## src/rtl/stereo_rx_pkg.sv

```systemverilog
package stereo_rx_pkg;
  // Strobes handed from the control unit to the datapath, one bit-clock event at a time.
  typedef struct packed {
    logic takeBit;    // a bit-clock rising edge was detected and the link is primed
    logic bitVal;     // synchronized serial data at that edge
    logic wordDone;   // this bit is the last of the current word
    logic storeLeft;  // the finished word is a valid left sample
    logic emitPair;   // the finished word is a valid right sample: publish the pair
  } rxStrobe_t;
endpackage

```

## src/rtl/stereo_rx_ctrl.sv

```systemverilog
module stereo_rx_ctrl
  import stereo_rx_pkg::*;
#(
  parameter int SYNC_STAGES = 2
) (
  input  logic       clk,
  input  logic       rstN,
  input  logic       serClkIn,
  input  logic       chanSelIn,
  input  logic       serDataIn,
  output rxStrobe_t  strobe
);
  localparam int TOP = SYNC_STAGES - 1;

  logic [TOP:0] clkSync, wsSync, dataSync;
  logic clkPrev;
  logic wsHeld;     // word select seen at the previous bit-clock rise
  logic primed;     // at least one rise seen since reset
  logic armed;      // at least one word-select change seen
  logic haveLeft;   // a complete left word is stored

  generate
    if (SYNC_STAGES == 1) begin : g_sync1
      always_ff @(posedge clk or negedge rstN) begin
        if (!rstN) begin
          clkSync  <= '0;
          wsSync   <= '0;
          dataSync <= '0;
        end else begin
          clkSync  <= serClkIn;
          wsSync   <= chanSelIn;
          dataSync <= serDataIn;
        end
      end
    end else begin : g_syncN
      always_ff @(posedge clk or negedge rstN) begin
        if (!rstN) begin
          clkSync  <= '0;
          wsSync   <= '0;
          dataSync <= '0;
        end else begin
          clkSync  <= {clkSync[TOP-1:0], serClkIn};
          wsSync   <= {wsSync[TOP-1:0], chanSelIn};
          dataSync <= {dataSync[TOP-1:0], serDataIn};
        end
      end
    end
  endgenerate

  logic rise, wsNow;
  assign rise  = clkSync[TOP] & ~clkPrev;
  assign wsNow = wsSync[TOP];

  always_comb begin
    strobe.takeBit   = rise & primed;
    strobe.bitVal    = dataSync[TOP];
    strobe.wordDone  = strobe.takeBit & (wsNow != wsHeld);
    strobe.storeLeft = strobe.wordDone & armed & ~wsHeld;
    strobe.emitPair  = strobe.wordDone & armed & wsHeld & haveLeft;
  end

  always_ff @(posedge clk or negedge rstN) begin
    if (!rstN) begin
      clkPrev  <= 1'b0;
      wsHeld   <= 1'b0;
      primed   <= 1'b0;
      armed    <= 1'b0;
      haveLeft <= 1'b0;
    end else begin
      clkPrev <= clkSync[TOP];
      if (rise) begin
        wsHeld <= wsNow;
        primed <= 1'b1;
      end
      if (strobe.wordDone)  armed    <= 1'b1;
      if (strobe.storeLeft) haveLeft <= 1'b1;
    end
  end
endmodule

```

## src/rtl/stereo_rx_dp.sv

```systemverilog
module stereo_rx_dp
  import stereo_rx_pkg::*;
#(
  parameter int SAMPLE_W = 16
) (
  input  logic                clk,
  input  logic                rstN,
  input  rxStrobe_t           strobe,
  output logic [SAMPLE_W-1:0] leftOut,
  output logic [SAMPLE_W-1:0] rightOut,
  output logic                pairValid
);
  localparam int CNT_W = $clog2(SAMPLE_W + 1);

  logic [SAMPLE_W-1:0] acc, accNext, leftHold;
  logic [CNT_W-1:0]    bitCnt, cntNext;

  // Place the incoming bit at its MSB-aligned slot; past SAMPLE_W bits nothing matches.
  always_comb begin
    accNext = acc;
    for (int i = 0; i < SAMPLE_W; i++) begin
      if (CNT_W'(SAMPLE_W - 1 - i) == bitCnt) accNext[i] = strobe.bitVal;
    end
    cntNext = (bitCnt == CNT_W'(SAMPLE_W)) ? bitCnt : bitCnt + 1'b1;
  end

  always_ff @(posedge clk or negedge rstN) begin
    if (!rstN) begin
      acc       <= '0;
      bitCnt    <= '0;
      leftHold  <= '0;
      leftOut   <= '0;
      rightOut  <= '0;
      pairValid <= 1'b0;
    end else begin
      pairValid <= strobe.emitPair;
      if (strobe.takeBit) begin
        if (strobe.wordDone) begin
          acc    <= '0;
          bitCnt <= '0;
        end else begin
          acc    <= accNext;
          bitCnt <= cntNext;
        end
      end
      if (strobe.storeLeft) leftHold <= accNext;
      if (strobe.emitPair) begin
        leftOut  <= leftHold;
        rightOut <= accNext;
      end
    end
  end
endmodule

```

## src/rtl/stereo_rx.sv

```systemverilog
module stereo_rx
  import stereo_rx_pkg::*;
#(
  parameter int SAMPLE_W    = 16,
  parameter int SYNC_STAGES = 2
) (
  input  logic                clk,
  input  logic                rstN,
  input  logic                serClkIn,
  input  logic                chanSelIn,
  input  logic                serDataIn,
  output logic [SAMPLE_W-1:0] leftOut,
  output logic [SAMPLE_W-1:0] rightOut,
  output logic                pairValid
);
  rxStrobe_t strobe;

  stereo_rx_ctrl #(.SYNC_STAGES(SYNC_STAGES)) ctrl (
    .clk(clk), .rstN(rstN), .serClkIn(serClkIn), .chanSelIn(chanSelIn),
    .serDataIn(serDataIn), .strobe(strobe)
  );

  stereo_rx_dp #(.SAMPLE_W(SAMPLE_W)) dp (
    .clk(clk), .rstN(rstN), .strobe(strobe),
    .leftOut(leftOut), .rightOut(rightOut), .pairValid(pairValid)
  );
endmodule

```

## config.mk

```make
export PLATFORM = sky130hd
export DESIGN_NAME = stereo_rx
export DESIGN_NICKNAME = d
export VERILOG_FILES = /design/src/rtl/stereo_rx_pkg.sv /design/src/rtl/stereo_rx_ctrl.sv /design/src/rtl/stereo_rx_dp.sv /design/src/rtl/stereo_rx.sv
export SDC_FILE = /design/constraint.sdc
export NUM_CORES = 1
export LEC_CHECK = 0
export BUFFER_PORTS_ARGS = -buffer_cell sky130_fd_sc_hd__buf_4
export CORE_MARGIN = 2
export CORE_UTILIZATION = 25
export DETAILED_ROUTE_END_ITERATION = 12
export PLACE_DENSITY = 0.39
export SLEW_MARGIN = 20
export SYNTH_ARGS = -nofsm -noshare
export SYNTH_HDL_FRONTEND = slang
export SYNTH_SLANG_ARGS = --single-unit
```

## constraint.sdc

```tcl
create_clock -name clk -period 1.7 [get_ports clk]
set_clock_uncertainty 0.15 [all_clocks]
set_input_delay 0.085 -clock clk [delete_from_list [all_inputs] [get_ports clk]]
set_output_delay 0.085 -clock clk [all_outputs]
set_load 0.03 [all_outputs]
```

## Yosys cells after proc, flatten, opt, wreduce, memory -nomap -nowiden

Index checks and enable logic that the tools add are counted.

| storage, ports and cells | value |
|---|---|
| output and inout port bits | 33 |
| ROM bits | 0 |
| memories kept | 0 |
| bits in registers | 81 |
| latch bits | 0 |
| RAM bits | 0 |

| operators by class | value |
|---|---|
| order comparisons | 0 |
| add/subtract/negate cells | 1 |
| shift-type cells | 0 |
| reduce and logical (&&, ||, !) cells | 2 |
| multipliers | 0 |
| eq/ne operators | 18 |
| bitwise logic cells | 9 |
| div/mod/pow operators | 0 |
| muxes and demuxes | 19 |

Operators with widths:

| kind | count |
|---|---|
| 4-bit by 5-bit == test with 1-bit output (first input constant) | 8 |
| 3-bit by 5-bit == test with 1-bit output (first input constant) | 4 |
| 1-bit 2-to-1 mux | 16 |
| 16-bit 2-to-1 mux | 1 |
| 2-bit by 5-bit == test with 1-bit output (first input constant) | 2 |
| 5-bit 2-to-1 mux | 2 |
| 1-bit bitwise AND | 7 |
| 5-bit by 1-bit adder with 5-bit output (second input constant) | 1 |
| 1-bit by 5-bit == test with 1-bit output (first input constant) | 1 |
| 5-bit == test (second input constant) | 1 |
| 5-bit logical NOT | 1 |
| 2-bit != test (second input constant) | 1 |
| 1-bit inverter | 2 |
| 2-bit AND reduction | 1 |
| 1-bit != test | 1 |

## Depth between registers and ports, before layout

Gate-level depths: netlist of run 1.

| logic depth | value |
|---|---|
| depth in word-level cells | 7 |
| mapped depth | 6 |

## By module

A second synthesis of run 1 with hierarchy kept.

| second synthesis, totals | value |
|---|---|
| cell total of the unflattened synthesis | 307 |
| area, all modules | 3488.3 µm² |

By module, submodules not included:

| module | cells an instance | area each (µm²) | sequential area each (µm²) | instances |
|---|---|---|---|---|
| stereo_rx_dp | 280 | 3101.7 | 1751.7 | 1 |
| stereo_rx_ctrl | 27 | 386.6 | 275.3 | 1 |

## Least setup slack after synthesis of run 1

No wires, ideal clock.

| timing | value |
|---|---|
| path kind | reg2reg |
| from | register dp.bitCnt[0] |
| to | register dp.rightOut[15] |
| period minus slack after synthesis | 1839 ps |
| setup time | 125 ps |
| cell stages (with the launch flop) | 6 |
| path buffers | 0 |
| data arrival time | 1565 ps |
| slack | -139 ps |
| path through | dfrtp_1 -> inv_1 -> ha_1 -> nor4b_1 -> mux2_2 -> mux2_2 |

| on the way | value |
|---|---|
| word-level cells in the longest chain between the ends | 2 |

Ends and longest elaborated chain:

| what | line | source |
|---|---|---|
| from (decl) | stereo_rx_dp.sv:16 | `logic [CNT_W-1:0] bitCnt, cntNext;` |
| from (signal assigned) | stereo_rx_dp.sv:43 | `bitCnt <= cntNext;` |
| 5-bit logical NOT | stereo_rx_dp.sv:22 | `if (CNT_W'(SAMPLE_W - 1 - i) == bitCnt) accNext[i] = strobe.bitVal;` |
| 1-bit 2-to-1 mux | stereo_rx_dp.sv:22 |  |
| to (signal assigned) | stereo_rx_dp.sv:49 | `rightOut <= accNext;` |
| to (decl) | stereo_rx_dp.sv:10 | `output logic [SAMPLE_W-1:0] rightOut,` |

Every way passes these cells.
A chain may end at the register's enable or synchronous reset.

## Final worst setup path of run 1

| timing | value |
|---|---|
| from | register dp.bitCnt[1] |
| to | register dp.leftHold[0] |

| on the way | value |
|---|---|
| word-level cells in the longest chain between the ends | 2 |

Ends and longest elaborated chain:

| what | line | source |
|---|---|---|
| 4-bit by 5-bit == test with 1-bit output | stereo_rx_dp.sv:22 |  |
| 1-bit 2-to-1 mux | stereo_rx_dp.sv:22 |  |
| to (signal assigned) | stereo_rx_dp.sv:46 | `if (strobe.storeLeft) leftHold <= accNext;` |
| to (decl) | stereo_rx_dp.sv:15 | `logic [SAMPLE_W-1:0] acc, accNext, leftHold;` |

Every way passes these cells.

==> results.sh, run 1 <==
export IMPL_period_share_pct=109
export IMPL_synthAdderAreaFrac_pct=1.82
export IMPL_final_cell_area_sq_um=5280
export IMPL_synth_fp_nets=237
export IMPL_tightest_slew_ns=0.687
export IMPL_num_rows=42
export IMPL_reg2reg_from="dp.bitCnt[1]$_DFFE_PN0P_"
export IMPL_ys_seq_area_share_pct=59.0
export IMPL_coreArea_sq_um=13300
export IMPL_post_dp_cell_area_sq_um=4280
export IMPL_fin_util_pct=39.5
export IMPL_hpwl_um=4780
export IMPL_netlist_area_sq_um=3440
export IMPL_stdcell_count=494
export IMPL_synth_top_family_by_area="multiplexers"
export IMPL_cap_violations=0
export IMPL_synth_mux_area_share_pct=21.6
export IMPL_grt_overflow=0
export IMPL_synth_xor_area_share_pct=0.255
export IMPL_ir_worst_vdd_uv=852
export IMPL_clkSlewWorstSetupHoldPaths_ns=0.06
export IMPL_antenna_found_initial=0
export IMPL_yosysTopAreaCell="dfrtp_1"
export IMPL_layout_common_cells="dfrtp_1 (76), mux2_4 (61), buf_4 (59), a22o_1 (19), buf_6 (18)"
export IMPL_track_usage_pct=12.6
export IMPL_dieArea_sq_um=14700
export IMPL_routed_wl_um=8490
export IMPL_avgRoutedWirePerCell_um=17.2
export IMPL_htree_levels=3
export IMPL_start_kind="register"
export IMPL_cp_required_ns=1.78
export IMPL_seqPwrFrac_pct=39.1
export IMPL_min_path_type="in2async"
export IMPL_relSlewSlack_pct=54.2
export IMPL_max_freq_mhz=539
export IMPL_io_buffers=37
export IMPL_synth_area_top_cells="dfrtp_1 (59%), mux2_2 (22%), a22o_1 (4.8%), nor4bb_1 (2.3%), ha_1 (1.8%)"
export IMPL_fin_crit_ns=1.85
export IMPL_timing_setup_tns_ns=-4.35
export IMPL_vias=2192
export IMPL_final_common_cell="dfrtp_1"
export IMPL_cts_made_buffers=9
export IMPL_drc=0
export IMPL_die_w_um=121
export IMPL_gp_congestion=0.722
export IMPL_p_sw_share_pct=26.2
export IMPL_violations="setup timing"
export IMPL_yosysTopAreaCellShare_pct=59.0
export IMPL_post_drt_via_cell_ratio=4.44
export IMPL_synth_seq_cells=81
export IMPL_worst_slack_ns=-0.154
export IMPL_status="finished with violations"
export IMPL_syn_to_final_growth_pct=53.5
export IMPL_crit_path_end_kind="register"
export IMPL_leakage_nw=2.42
export IMPL_synthCells=227
export IMPL_total_power_mw=5.70
export IMPL_setup_violations=54
export IMPL_dieHeight_um=121
export IMPL_drv_slew=0
export IMPL_io_pins=38
export IMPL_intPower_mw=4.20
export IMPL_grt_max_degree=82
export IMPL_yosys_area_share_simple_pct=8.26
export IMPL_path_max_fanout=5
export IMPL_power_density_nw_per_um2=1080
export IMPL_rsz0062_at_grt="true"
export IMPL_cts_tree="yes"
export IMPL_antenna_left=0
export IMPL_grt_pass1_wl_um=13900
export IMPL_place_worst_setup_slack_ns=-0.302
export IMPL_worstPathArrival_ns=1.93
export IMPL_clk_path_buf_depth=2
export IMPL_finalHoldViolCount=0
export IMPL_drive_above_1_share_pct=63.5
export IMPL_ys_warn_count=0
export IMPL_placedCellCount=459
export IMPL_drt_iter0_drc=104
export IMPL_synth_compound_area_share_pct=6.30
export IMPL_final_net_count=323
export IMPL_clk_latency_ns=0.34
export IMPL_grt_pass1_vias=2472
export IMPL_drtPass1Iterations=4
export IMPL_power_switching_mw=1.49
export IMPL_avgSynthCellArea_sq_um=15.1
export IMPL_rr_worst_depth=5
export IMPL_cts_sinks=81
export IMPL_start_util_pct=25.8
export IMPL_comb_power_share_pct=23.1
export IMPL_cts_root_buf="clkbuf_16"
export IMPL_crit_path_start="dp.bitCnt[1]$_DFFE_PN0P_"
export IMPL_ys_types=31
export IMPL_holdWs_ns=0.133
export IMPL_criticalPathCategory="reg2reg"
export IMPL_clkPwrFrac_pct=37.7
export IMPL_n_antenna_cell=0
## cell families (layout without fill, tap and decap cells)
logic type,count (synthesis),count (layout)
flip-flops,81,81
multiplexers,66,66
AND/OR/NAND/NOR,31,31
AO/OA/AOI/OAI,26,26
buffers and inverters,17,108
adder cells (fa/ha/maj),5,5
XOR/XNOR,1,1
## per-layer routing
layer	up-vias	wire length (um)	track usage [%]
met5	-	0	0
met4	0	147	4.74
met3	11	321	3.52
met2	41	3830	19.0
met1	1136	4200	17.2
li1	1004	-	-
## Yosys cell counts, drive strengths merged
master and count:
o41ai 1, nor3b 1, xor2 1, nand4b 4, nor4bb 8, mux2 66, nand3b 1, nor2 2
or2 2, a21o 1, a32o 1, ha 5, nor3 1, dfrtp 81, and3b 1, clkbuf 4
buf 9, a311oi 1, inv 4, o21ai 3, and3 2, nor4b 4, nand2 2, nor2b 3
a22o 19
## layout make-up
type | count | area, sq um
Inverter | 4 | 20.0
Tap cell | 176 | 220
Multi-Input combinational cell | 129 | 1850
Timing Repair Buffer | 88 | 826
Clock buffer | 11 | 253
Clock inverter | 5 | 77.6
Sequential cell | 81 | 2030
Fill cell | 1256 | 8070
## critical path, cell delays in order (launching register included)
cell and delay, ns:
dfrtp_2 0.47, ha_4 0.21, and3_4 0.18, ha_4 0.17, mux2_4 0.31, mux2_2 0.26
## repair_timing
action	CTS	global route
endpoints found under the hold margin	84	0
gates resized for setup	76	32
hold buffers	4	0
pin swaps	26	12
buffers inserted	12	4
cloned	3	0
endpoints found under the setup margin	67	68
## registers in the layout, indices dropped and copies added, names as in the netlist
register	cells
ctrl.armed	1
ctrl.clkPrev	1
ctrl.clkSync	2
ctrl.dataSync	2
ctrl.haveLeft	1
ctrl.primed	1
ctrl.wsHeld	1
ctrl.wsSync	2
dp.acc	16
dp.bitCnt	5
dp.leftHold	16
dp.leftOut	16
dp.pairValid	1
dp.rightOut	16
## path summary, 6_finish.rpt
kind	endpoint	slack, ns
hold reg to reg	ctrl.wsSync[1]$_DFF_PN0_	0.20
min in group clk	ctrl.wsSync[1]$_DFF_PN0_	0.20
setup reg to reg	dp.leftHold[0]$_DFFE_PN0P_	-0.15
hold / removal	ctrl.dataSync[1]$_DFF_PN0_	0.13
max in group asynchronous	dp.bitCnt[3]$_DFFE_PN0P_	0.83
setup / recovery	dp.leftHold[0]$_DFFE_PN0P_	-0.15
## power by group through the flow
| stage | Combinational (mW) | Clock, mW | Sequential (mW) |
|---|---|---|---|
| 2_1_floorplan | 0.429 | 0 | 2.35 |
| 3_3_place_gp | 0.932 | 0 | 2.24 |
| 3_5_place_dp | 0.946 | 0 | 2.24 |
| 4_1_cts | 1.24 | 2.22 | 2.22 |
| 5_1_grt | 1.41 | 2.30 | 2.25 |
| 6_report | 1.32 | 2.15 | 2.23 |
Note: power is estimated with default switching activity, not from simulation.
==> run 2: changes to the inputs <==
--- a/config.mk
+++ b/config.mk
@@ -10,6 +10,7 @@
 export CORE_UTILIZATION = 25
 export DETAILED_ROUTE_END_ITERATION = 12
 export PLACE_DENSITY = 0.39
+export RECOVER_POWER = 25
 export SLEW_MARGIN = 20
 export SYNTH_ARGS = -nofsm -noshare
 export SYNTH_HDL_FRONTEND = slang
==> run 2 against run 1 <==
The flow still finishes with violations (setup timing). Global-route usage did not move. Critical path type unchanged. Die area did not move. Sequential share of layout area is 0.12 points higher. Flip-flop and latch count is the same. Combinational power about the same. Via count down 0.14%. Total power decreased by 0.11%. Hold slack better by 0.063 ns. Cell count stayed put. Routed wire length is 0.14% lower. Clock power about the same. Non-clock buffer count unchanged.
==> results.sh, run 2 (synthesis results as in run 1) <==
export IMPL_status="finished with violations"
export IMPL_violations="setup timing"
export IMPL_syn_to_final_growth_pct=53.0
export IMPL_total_power_mw=5.69
export IMPL_worst_slack_ns=-0.154
export IMPL_grt_max_degree=82
export IMPL_cp_required_ns=1.78
export IMPL_top_layer_used="met4"
export IMPL_io_pins=38
export IMPL_num_rows=42
export IMPL_p_sw_share_pct=26.2
export IMPL_drc=0
export IMPL_cts_made_buffers=9
export IMPL_seqPwrFrac_pct=39.2
export IMPL_track_usage_pct=12.6
export IMPL_route_met2_wl_um=3820
export IMPL_dieArea_sq_um=14700
export IMPL_cap_violations=0
export IMPL_intPower_mw=4.20
export IMPL_cp_slowest_stage_delay_ns=0.47
export IMPL_final_net_count=323
export IMPL_stdcell_count=494
export IMPL_leakage_nw=2.41
export IMPL_crit_path_end_kind="register"
export IMPL_crit_chain="ha_4 > and3_4 > ha_4 > mux2_4 > mux2_2"
export IMPL_placedCellCount=459
export IMPL_comb_power_share_pct=23.0
export IMPL_clkPwrFrac_pct=37.8
export IMPL_fin_crit_ns=1.85
export IMPL_drt_iter0_drc=104
export IMPL_path_max_fanout=5
export IMPL_clk_latency_ns=0.34
export IMPL_power_density_nw_per_um2=1080
export IMPL_min_path_type="reg2reg"
export IMPL_drive_above_1_share_pct=63.2
export IMPL_worstPathArrival_ns=1.93
export IMPL_grt_pass1_vias=2472
export IMPL_hpwl_um=4780
export IMPL_holdWs_ns=0.196
export IMPL_start_kind="register"
export IMPL_n_antenna_cell=0
export IMPL_die_w_um=121
export IMPL_layout_common_cells="dfrtp_1 (76), mux2_4 (61), buf_4 (55), a22o_1 (19), buf_6 (18)"
export IMPL_clkSlewWorstSetupHoldPaths_ns=0.06
export IMPL_post_drt_via_cell_ratio=4.43
export IMPL_gp_congestion=0.722
export IMPL_avgRoutedWirePerCell_um=17.2
export IMPL_final_common_cell="dfrtp_1"
export IMPL_met1_length_um=4190
export IMPL_crit_top_cell="ha_4"
export IMPL_criticalPathCategory="reg2reg"
export IMPL_drv_slew=0
export IMPL_grt_overflow=0
export IMPL_drtPass1Iterations=4
export IMPL_ir_worst_vdd_uv=852
export IMPL_vias=2189
export IMPL_cp_top_family="multiplexers"
export IMPL_antenna_found_initial=0
export IMPL_relSlewSlack_pct=27.5
export IMPL_tightest_slew_ns=1.09
export IMPL_max_freq_mhz=539
export IMPL_cts_sinks=81
export IMPL_clk_path_buf_depth=2
export IMPL_htree_levels=3
export IMPL_power_switching_mw=1.49
export IMPL_start_util_pct=25.8
export IMPL_setup_violations=54
export IMPL_met3_length_um=321
export IMPL_finalHoldViolCount=0
export IMPL_antenna_left=0
export IMPL_cp_slowest_cell="dfrtp_2"
export IMPL_fillers=1260
export IMPL_cts_root_buf="clkbuf_16"
export IMPL_cts_tree="yes"
export IMPL_coreArea_sq_um=13300
export IMPL_dieHeight_um=121
export IMPL_grt_pass1_wl_um=13900
export IMPL_routed_wl_um=8480
export IMPL_period_share_pct=109
export IMPL_rsz0062_at_grt="true"
export IMPL_io_buffers=37
export IMPL_cp_num_buf_inv=0
[run 2: cell count changes in the layout (fill, tap and decap cells not counted)]
cell,previous run,this run
buf_4,59,55
clkbuf_1,0,1
buf_12,4,3
clkbuf_4,0,4
[run 2: stage by stage]
step	setup TNS (ns)	area (sq um)	worst slack [ns]	util, %
after global placement	-8.63	4280	-0.280	32.0
after floorplan	-1.27	3580	-0.0633	-
after detailed placement	-9.26	4280	-0.302	32.0
after global routing	-8.61	5260	-0.220	39.4
after CTS	-4.85	5150	-0.151	38.6
final	-4.35	5260	-0.154	39.4
[run 2: area by class of cell]
cell class | count | area (sq um) | area share (%)
Clock buffer | 11 | 253 | 4.80
Inverter | 4 | 20.0 | 0.380
Multi-Input combinational cell | 129 | 1850 | 35.1
Clock inverter | 5 | 77.6 | 1.47
Sequential cell | 81 | 2030 | 38.6
Tap cell | 176 | 220 | 4.19
Timing Repair Buffer | 88 | 810 | 15.4
[run 2: final timing paths]
check	endpoint	slack, ns	start	cells after the start
min in group asynchronous	ctrl.dataSync[1]$_DFF_PN0_	0.40	rstN	3
max in group asynchronous	dp.bitCnt[3]$_DFFE_PN0P_	0.18	rstN	3
worst min-delay path	ctrl.wsSync[1]$_DFF_PN0_	0.20	ctrl.wsSync[0]$_DFF_PN0_	0
worst max-delay path	dp.leftHold[0]$_DFFE_PN0P_	-0.15	dp.bitCnt[1]$_DFFE_PN0P_	5
worst min register to register	ctrl.wsSync[1]$_DFF_PN0_	0.20	ctrl.wsSync[0]$_DFF_PN0_	0
worst max register to register	dp.leftHold[0]$_DFFE_PN0P_	-0.15	dp.bitCnt[1]$_DFFE_PN0P_	5
[run 2: repair_timing]
item | CTS | global route
cloned | 3 | 0
hold buffers | 4 | 0
buffers inserted | 12 | 4
resized for setup | 76 | 32
setup endpoints to repair | 67 | 68
pin swaps | 26 | 12
hold endpoints to repair | 84 | 0
[run 2: power groups by stage]
stage          Clock [mW]  Combinational (mW)  Sequential, mW
2_1_floorplan           0               0.429            2.35
3_3_place_gp            0               0.932            2.24
3_5_place_dp            0               0.946            2.24
4_1_cts              2.22                1.24            2.22
5_1_grt              2.30                1.40            2.25
6_report             2.15                1.31            2.23
[run 2: layer usage]
| metal | vias up | track usage [%] |
|---|---|---|
| met5 | - | 0 |
| met2 | 41 | 19.0 |
| met1 | 1133 | 17.2 |
| li1 | 1004 | - |
| met3 | 11 | 3.52 |
| met4 | 0 | 4.74 |
==> run 3: changes to the inputs <==
--- a/config.mk
+++ b/config.mk
@@ -9,7 +9,7 @@
 export CORE_MARGIN = 2
 export CORE_UTILIZATION = 25
 export DETAILED_ROUTE_END_ITERATION = 12
-export PLACE_DENSITY = 0.39
+export PLACE_DENSITY_LB_ADDON = 0.3
 export RECOVER_POWER = 25
 export SLEW_MARGIN = 20
 export SYNTH_ARGS = -nofsm -noshare
==> run 3 against run 2 <==
Register-to-register slack hardly changed. Clock power is 5% higher. Combinational power is 8% lower. Largest power group is now clock. The flow still finishes with violations (setup timing). Fmax is 0.41% higher. Utilization is 0.70 points lower. Global-route usage is 1.8 points lower. Highest routed layer unchanged.
==> results.sh, run 3 (synthesis results as in run 1) <==
export IMPL_violations="setup timing"
export IMPL_fillers=1290
export IMPL_die_w_um=121
export IMPL_n_antenna_cell=0
export IMPL_gp_congestion=0.714
export IMPL_dieHeight_um=121
export IMPL_ir_worst_vdd_uv=676
export IMPL_clk_latency_ns=0.34
export IMPL_drc=0
export IMPL_leakage_nw=2.36
export IMPL_tightest_slew_ns=1.03
export IMPL_clkSlewWorstSetupHoldPaths_ns=0.06
export IMPL_crit_path_end_kind="register"
export IMPL_hpwl_um=4390
export IMPL_crit_path_start="dp.bitCnt[1]$_DFFE_PN0P_"
export IMPL_coreArea_sq_um=13300
export IMPL_final_common_cell="dfrtp_1"
export IMPL_reg2reg_slack_ns=-0.15
export IMPL_drv_slew=0
export IMPL_grt_max_degree=82
export IMPL_cp_required_ns=1.77
export IMPL_min_path_type="reg2reg"
export IMPL_crit_end="dp.rightOut[1]$_DFFE_PN0P_"
export IMPL_criticalPathCategory="reg2reg"
export IMPL_clk_path_buf_depth=2
export IMPL_dieArea_sq_um=14700
export IMPL_fin_crit_ns=1.85
export IMPL_grt_pass1_wl_um=12300
export IMPL_layout_common_cells="dfrtp_1 (77), mux2_4 (59), buf_4 (53), a22o_1 (19), clkbuf_16 (11)"
export IMPL_setup_violations=53
export IMPL_reg2reg_from="dp.bitCnt[1]$_DFFE_PN0P_"
export IMPL_grt_pass1_vias=2332
export IMPL_post_drt_via_cell_ratio=4.47
export IMPL_rsz0062_at_grt="true"
export IMPL_relSlewSlack_pct=31.1
export IMPL_rr_worst_depth=6
export IMPL_avgRoutedWirePerCell_um=15.7
export IMPL_io_pins=38
export IMPL_finalHoldViolCount=0
export IMPL_timing_setup_tns_ns=-3.86
export IMPL_cts_root_buf="clkbuf_16"
export IMPL_vias=2165
export IMPL_antenna_found_initial=0
export IMPL_syn_to_final_growth_pct=50.3
export IMPL_worstHoldPathCells=0
export IMPL_power_density_nw_per_um2=1100
export IMPL_antenna_left=0
export IMPL_path_max_fanout=4
export IMPL_final_net_count=314
export IMPL_max_freq_mhz=541
export IMPL_worst_slack_ns=-0.147
export IMPL_worstPathArrival_ns=1.92
export IMPL_cap_violations=0
export IMPL_r2r_end="dp.rightOut[1]$_DFFE_PN0P_"
export IMPL_status="finished with violations"
export IMPL_htree_levels=3
export IMPL_drtPass1Iterations=4
export IMPL_track_usage_pct=10.8
export IMPL_routed_wl_um=7600
export IMPL_cts_tree="yes"
export IMPL_cts_sinks=81
export IMPL_start_kind="register"
export IMPL_drive_above_1_share_pct=61.0
export IMPL_grt_overflow=0
export IMPL_num_rows=42
export IMPL_start_util_pct=25.8
export IMPL_fin_util_pct=38.7
export IMPL_cts_made_buffers=9
export IMPL_io_buffers=37
export IMPL_period_share_pct=109
export IMPL_drt_iter0_drc=89
-- run 3: cell count changes in the layout (fill, tap and decap cells not counted), moves of 2 or more --
cell       delta
buf_12        +2
buf_16        -2
buf_4         -2
buf_6        -10
buf_8         +2
clkbuf_16     +2
mux2_2        +2
mux2_4        -2
-- run 3: layout make-up --
type                    instances  area (sq um)  share of cell area, %
flip-flops and latches         81          2030                   39.3
multi-input cells             129          1810                   35.0
well taps                     176           220                   4.26
repair buffers                 79           742                   14.4
clock buffers                  10           239                   4.62
inverters                       4          20.0                  0.387
clock inverters                 5           104                   2.01
-- run 3: report_power, final --
part / switching [mW] / internal (mW)
sequential: 0.135 / 2.09
clock: 0.779 / 1.47
combinational: 0.525 / 0.679
-- run 3: metrics by stage --
step	setup WS, ns	power, mW	hold slack, ns	cells	cell area (sq um)
after floorplan	-0.0633	2.78	-0.361	227	3580
after global placement	-0.260	3.13	0.00138	454	4230
after detailed placement	-0.252	3.14	0.00845	454	4230
after CTS	-0.154	5.66	0.201	478	4960
after global routing	-0.201	5.93	0.203	484	5170
final	-0.147	5.68	0.199	484	5170
-- run 3: worst max-delay path, stage by stage (launching register included) --
cell	delay, ns
dfrtp_2	0.45
buf_4	0.16
ha_4	0.17
buf_6	0.11
nand4b_1	0.10
mux2_4	0.33
mux2_2	0.27
-- run 3: worst min path at each step --
stage / to / startpoint / slack [ns]
floorplan: ctrl.armed$_DFFE_PN0P_ / rstN / -0.36
global placement: dp.leftOut[4]$_DFFE_PN0P_ / rstN / 0.001
detailed placement: dp.leftOut[4]$_DFFE_PN0P_ / rstN / 0.008
finish: ctrl.wsSync[1]$_DFF_PN0_ / ctrl.wsSync[0]$_DFF_PN0_ / 0.20
CTS: dp.leftOut[4]$_DFFE_PN0P_ / rstN / 0.20
global route: ctrl.clkSync[1]$_DFF_PN0_ / ctrl.clkSync[0]$_DFF_PN0_ / 0.20
-- run 3: repair_timing --
action	4_1_cts	5_1_grt
gates cloned	0	3
pin swaps	14	8
gates resized for setup	62	35
hold buffers	4	0
endpoints found under the setup margin	67	66
setup buffers	5	3
endpoints found under the hold margin	84	0
-- run 3: routing by layer --
| metal | part of all wire [%] | GRT usage (%) | vias up |
|---|---|---|---|
| met5 | 0 | 0 | - |
| met4 | 1.1 | 3.59 | 0 |
| met3 | 5.0 | 3.38 | 8 |
| met2 | 45 | 16.3 | 43 |
| met1 | 49 | 14.8 | 1115 |
| li1 | - | - | 999 |
